$ cat src/rtl/adcm_readout.sv
// Holds the captured result and the shift register/bit counter used for readback.
module adcm_readout #(
  parameter int DATA_W = 18
) (
  input  logic              clk,
  input  logic              rst_n,
  input  logic              capture,
  input  logic [DATA_W-1:0] cap_data,
  input  logic              start,
  input  logic              step,
  input  logic              clear,
  output logic              res_msb,
  output logic              cur_bit,
  output logic              nxt_bit,
  output logic              last,
  output logic [$clog2(DATA_W)-1:0] bit_cnt
);
  localparam int BIT_W = $clog2(DATA_W);

  logic [DATA_W-1:0] result_q, result_d;
  logic [DATA_W-1:0] shift_q, shift_d;
  logic [BIT_W-1:0]  cnt_q, cnt_d;
  logic              last_c;

  assign last_c = (cnt_q == BIT_W'(DATA_W - 1));

  always_comb begin
    result_d = result_q;
    if (capture) result_d = cap_data;
  end

  always_comb begin
    shift_d = shift_q;
    cnt_d   = cnt_q;
    if (start) begin
      shift_d = result_q;
      cnt_d   = '0;
    end else if (clear) begin
      cnt_d   = '0;
    end else if (step) begin
      shift_d = {shift_q[DATA_W-2:0], 1'b0};
      cnt_d   = last_c ? '0 : cnt_q + 1'b1;
    end
  end

  always_ff @(posedge clk or negedge rst_n) begin
    if (!rst_n) begin
      result_q <= '0;
      shift_q  <= '0;
      cnt_q    <= '0;
    end else begin
      result_q <= result_d;
      shift_q  <= shift_d;
      cnt_q    <= cnt_d;
    end
  end

  assign res_msb = result_q[DATA_W-1];
  assign cur_bit = shift_q[DATA_W-1];
  assign nxt_bit = shift_q[DATA_W-2];
  assign last    = last_c;
  assign bit_cnt = cnt_q;

  AST_CNT_BOUND: assert property (@(posedge clk) disable iff (!rst_n)
    cnt_q <= BIT_W'(DATA_W - 1));
  AST_RESULT_HELD: assert property (@(posedge clk) disable iff (!rst_n)
    !capture |=> $stable(result_q));
endmodule

$ cat config.mk
export PLATFORM = sky130hd
export DESIGN_NAME = adcm_readout
export DESIGN_NICKNAME = d
export VERILOG_FILES = /design/src/rtl/adcm_readout.sv
export SDC_FILE = /design/constraint.sdc
export NUM_CORES = 1
export LEC_CHECK = 0
export CORE_MARGIN = 2
export CORE_UTILIZATION = 45
export CTS_CLUSTER_SIZE = 30
export DETAILED_ROUTE_END_ITERATION = 7
export GPL_TIMING_DRIVEN = 0
export PLACE_DENSITY = 0.73
export SYNTH_ARGS = -nofsm -noshare
export SYNTH_HDL_FRONTEND = slang
export SYNTH_SLANG_ARGS = --single-unit
$ cat constraint.sdc
create_clock -name clk -period 1.55 [get_ports clk]
set_clock_uncertainty 0.15 [all_clocks]
set_input_delay 0.2325 -clock clk [delete_from_list [all_inputs] [get_ports clk]]
set_output_delay 0.2325 -clock clk [all_outputs]
set_load 0.005 [all_outputs]
==> results of run 1 <==
[state kept, by name (all words and copies together), names as in the netlist]
signal    cells
shift_q      18
bit_cnt       5
result_q     18
[timing repair]
action                                  in CTS  in global routing
cloned                                       1                  0
hold buffers                                 1                  0
endpoints found under the setup margin      27                  8
pin swaps                                    1                  4
gates resized for setup                     20                  8
endpoints found under the hold margin       41                  0
buffers inserted                            13                  1
[cell families (layout without fill, tap and decap cells)]
family,Yosys count,after routing,share of synthesized area [%]
buf+inv,9,63,2.72
simple gates,12,12,4.49
mux,52,52,31.9
xor+xnor,2,2,0.953
flops,41,41,55.8
fa+ha+maj,2,2,1.36
compound gates,6,6,2.79
[synth_stat cells]
| cell | count |
|---|---|
| mux2_2 | 52 |
| dfrtp_1 | 41 |
| buf_2 | 4 |
| ha_1 | 2 |
| inv_1 | 2 |
| nand2_1 | 2 |
| nand4_1 | 2 |
| nor2_1 | 2 |
| or4b_1 | 2 |
| xor2_1 | 2 |
| a21oi_1 | 1 |
| a21oi_4 | 1 |
| a22o_1 | 1 |
| a311oi_1 | 1 |
| and4bb_4 | 1 |
| buf_4 | 1 |
| buf_6 | 1 |
| clkbuf_1 | 1 |
| nand2b_1 | 1 |
| o21ai_0 | 1 |
| o31ai_1 | 1 |
| or2_1 | 1 |
| or3_1 | 1 |
[cell type report]
class	instances	area [um2]	area share, %
Inverter	2	7.51	0.302
Timing Repair Buffer	46	463	18.6
Multi-Input combinational cell	74	791	31.8
Buffer	7	56.3	2.26
Clock buffer	6	72.6	2.91
Tap cell	50	62.6	2.51
Clock inverter	2	10.0	0.402
Sequential cell	41	1030	41.3
[layer usage]
layer / track usage (%) / vias to the layer above / part of all wire (%)
li1: - / 549 / -
met1: 20.8 / 608 / 42
met2: 29.8 / 27 / 52
met3: 5.76 / 5 / 4.5
met4: 7.50 / 0 / 1.7
met5: 0 / - / 0
[how the worst max path moves through the flow]
stage	end	slack, ps
2_1_floorplan	bit_cnt[1]	-70
4_1_cts	last	-100
5_1_grt	last	-140
3_3_place_gp	result_q[6]	-890
3_5_place_dp	shift_q[14]	-520
6_report	bit_cnt[1]	-90
[metrics by stage]
step,worst slack (ps),area [um2],hold slack (ps)
final,-86.6,2490,132
after global routing,-145,2490,124
after CTS,-101,2450,108
after detailed placement,-520,2200,257
after global placement,-889,2200,333
after floorplan,-67.2,1840,-213
[worst max-delay path, cell delays in order, from the launching register on]
cell and delay [ps]:
dfrtp_2 430, ha_4 170, and4bb_4 210, or4b_1 510, o31ai_1 80
[power breakdown]
group / leakage [uW] / internal (uW) / total, uW / switching (uW)
Sequential: 0.000491 / 1230 / 1300 / 74.3
Clock: 0.0000450 / 312 / 653 / 341
Combinational: 0.000557 / 315 / 465 / 149
==> out/metrics.csv, run 1 <==
metric;value;unit
final_common_cell;mux2_2;
fmax;611;MHz
drive_gt1_share;50.0;%
post-route-period-util;106;%
synth-seq-cells;41;
avgSynthCellArea;14.8;um2
initial_core_util;46.3;%
rsz0062_at_grt;yes;
drt_drc_violations_left;0;
netlist.area_leader.share;55.8;%
vias_per_cell;5.21;
die_h;67.9;um
die_w;67.9;um
synth_largest_area_cell;dfrtp_1;
fin_crit;1640;ps
synth-seq-area-share;55.8;%
grt-ovfl-total;0;
p_leak;0.00109;uW
rr_endpoint;bit_cnt[1];
hold_path.class;input port to flip-flop;
min_path_cells;2;
drt_iter0_markers;53;
nets;203;
min_from;step;
cts_root_buffer;clkbuf_8;
power.total;2420;uW
worst_pin_slew;548;ps
numCtsBuffers;5;
gr-usage-all-layers;17.7;%
ys_types;23;
io_pins;33;
maxSlewViolCount;0;
dp.cells;204;
first_pass_iters;4;
place.gp.congestion;0.708;
status;finished, violations left;
cap_violations;0;
cts.sinks;41;
grt_pass1_wl;5790;um
netlist_top_cells_area;dfrtp_1 (56%), mux2_2 (32%), ha_1 (1.4%);
port_buffers;30;
startpoint_type;flip-flop;
rr_startpoint;bit_cnt[0];
setup_violations;3;
path_clk_slew;70;ps
startpoint;bit_cnt[0];
setup_slack;-86.6;ps
cp-end-kind;flip-flop;
syn-num-nets;150;
hold_path_end;bit_cnt[1];
rows;23;
grt_pass1_vias;1249;
dieArea;0.00461;mm2
vias;1189;
fin_cells;228;
path_class;flip-flop to flip-flop;
post-route-util;62.7;%
wl_per_cell;15.0;um
powerDensity;971;mW/mm2
antenna_cells;0;
r2r_slack;-90;ps
core;0.00397;mm2
area_delta_synth_final;35.5;%
ctsHtreeMaxLevel;2;
grt_max_degree;42;
tns;-239;ps
cts_tree;done;
fillers;301;
mostFrequentLayoutCells;mux2_2 (52), dfrtp_1 (40), clkdlybuf4s50_1 (19);
r2r_cells;4;
antenna_found_initial;0;
ant_nets;0;
ys_warn_count;0;
netlist_area;0.00184;mm2
critPathArrivalTime;1680;ps
hold_viol_final;0;
critPathMaxFanout;4;
clk_path_buf_depth;2;
syn_inst;124;
clock_latency;290;ps
worstPathRequired;1590;ps
slew_headroom;63.4;%
violations;negative setup slack;
totalWireLength;3430;um
dp_hpwl;2200;um
peakVddDrop;0.000688;V
Power figures use the tool's default switching activity.
==> inputs of run 2 (changes only) <==
PLACE_DENSITY = 0.7   (was 0.73)
SLEW_MARGIN = 30   (was default)
clock period = 1.59 ns   (was 1.55 ns; I/O delays follow)
==> run 2 against run 1 <==
The flow still finishes with violations (negative setup slack). Maximum frequency is 6.1% lower. Final cell count is 0.44% higher. Sequential share of layout area shrank 0.56 points. Worst setup slack lost 67 ps. Routed wire length increased by 6.1%. Core utilization up 0.79 points. First-iteration DRC count shrank 3.8%. Total power rose by 1.5%. Critical endpoint is now bit_cnt[0].
==> out/metrics.csv, run 2 (same netlist as run 1, synthesis figures left out) <==
metric;value;unit
status;finished, violations left;
violations;negative setup slack;
cts.sinks;41;
critPathMaxFanout;3;
first_pass_iters;4;
mostFrequentLayoutCells;mux2_2 (52), dfrtp_1 (41), clkdlybuf4s50_1 (21);
cp-end-kind;flip-flop;
grt_pass1_vias;1234;
rows;23;
cts_root_buffer;clkbuf_8;
antenna_cells;0;
hold_viol_final;0;
nets;204;
grt-ovfl-total;0;
peakVddDrop;0.000720;V
cts_tree;done;
grt_max_degree;22;
critPathArrivalTime;1810;ps
final_common_cell;mux2_2;
core;0.00397;mm2
vias_per_cell;5.22;
power.total;2450;uW
antenna_found_initial;0;
numCtsBuffers;5;
startpoint_type;flip-flop;
clk_path_buf_depth;2;
port_buffers;30;
tns;-521;ps
die_h;67.9;um
p_leak;0.00112;uW
path_clk_slew;70;ps
fmax;574;MHz
ant_nets;0;
clock_latency;290;ps
totalWireLength;3640;um
min_from;step;
dieArea;0.00461;mm2
worst_pin_slew;523;ps
die_w;67.9;um
cap_violations;0;
slew_headroom;65.1;%
gr-usage-all-layers;18.3;%
setup_slack;-153;ps
fin_crit;1740;ps
fin_area;0.00252;mm2
wl_per_cell;15.9;um
path_class;flip-flop to flip-flop;
maxSlewViolCount;0;
place.gp.congestion;0.687;
drt_drc_violations_left;0;
startpoint;bit_cnt[0];
setup_violations;5;
grt_pass1_wl;5930;um
powerDensity;973;mW/mm2
drt_iter0_markers;51;
post-route-period-util;110;%
ctsHtreeMaxLevel;2;
rsz0062_at_grt;yes;
area_delta_synth_final;37.2;%
hold_path.class;input port to flip-flop;
io_pins;33;
worstPathRequired;1650;ps
dp_hpwl;2320;um
initial_core_util;46.3;%
drive_gt1_share;50.8;%
vias;1196;
placed_area;0.00223;mm2
rr_startpoint;bit_cnt[0];
-- run 2: changes by cell type in the layout (fill, tap and decap cells not counted), sizes merged --
cell           before  now
clkinv              2    1
buf                21   23
dlymetal6s2s        2    3
dlygate4sd2         7    4
clkdlybuf4s50      19   21
-- run 2: final timing paths --
path	end	slack [ps]	depth (start not counted)
max	bit_cnt[0]	-150	5
min	bit_cnt[1]	140	2
max reg2reg	bit_cnt[0]	-150	5
min reg2reg	shift_q[8]	350	1
max in group asynchronous	result_q[7]	510	3
min in group asynchronous	bit_cnt[0]	300	2
-- run 2: metrics by stage --
stage | std cells | utilization [%] | hold WS [ps] | worst slack [ps]
6_report | 229 | 63.5 | 138 | -153
3_5_place_dp | 205 | 56.0 | 89.1 | -524
3_3_place_gp | 204 | 55.5 | 333 | -895
5_1_grt | 229 | 63.5 | 137 | -194
2_1_floorplan | 124 | - | -207 | -27.2
4_1_cts | 227 | 62.4 | 109 | -152
-- run 2: layout make-up --
| type | instances | area [um2] |
|---|---|---|
| Buffer | 7 | 52.6 |
| Clock buffer | 7 | 96.3 |
| Inverter | 2 | 7.51 |
| Fill cell | 303 | 1450 |
| Clock inverter | 1 | 5.00 |
| Timing Repair Buffer | 47 | 475 |
| Sequential cell | 41 | 1030 |
| Tap cell | 50 | 62.6 |
| Multi-Input combinational cell | 74 | 796 |
-- run 2: power breakdown --
| part | internal [uW] | switching [uW] | leakage, uW |
|---|---|---|---|
| Clock | 392 | 341 | 0.0000542 |
| Combinational | 306 | 144 | 0.000574 |
| Sequential | 1200 | 76.3 | 0.000493 |
-- run 2: critical path: stages, from the launching register on --
cell and delay, ps:
dfrtp_1 430, ha_4 190, and4bb_4 200, buf_6 110, or4b_1 500, o21ai_1 90
-- run 2: per-layer routing --
metal / vias to the layer above / global-route usage [%] / share of wire, %
met5: - / 0 / 0
met4: 0 / 8.25 / 1.7
met3: 5 / 5.43 / 5.1
met2: 30 / 29.9 / 51
met1: 611 / 22.5 / 42
li1: 550 / - / -
-- run 2: timing repair --
item,CTS,global route
hold buffers,1,0
gates resized for setup,16,7
endpoints found under the setup margin,25,9
setup buffers,12,2
pin swaps,0,1
endpoints found under the hold margin,20,0
cloned,1,0
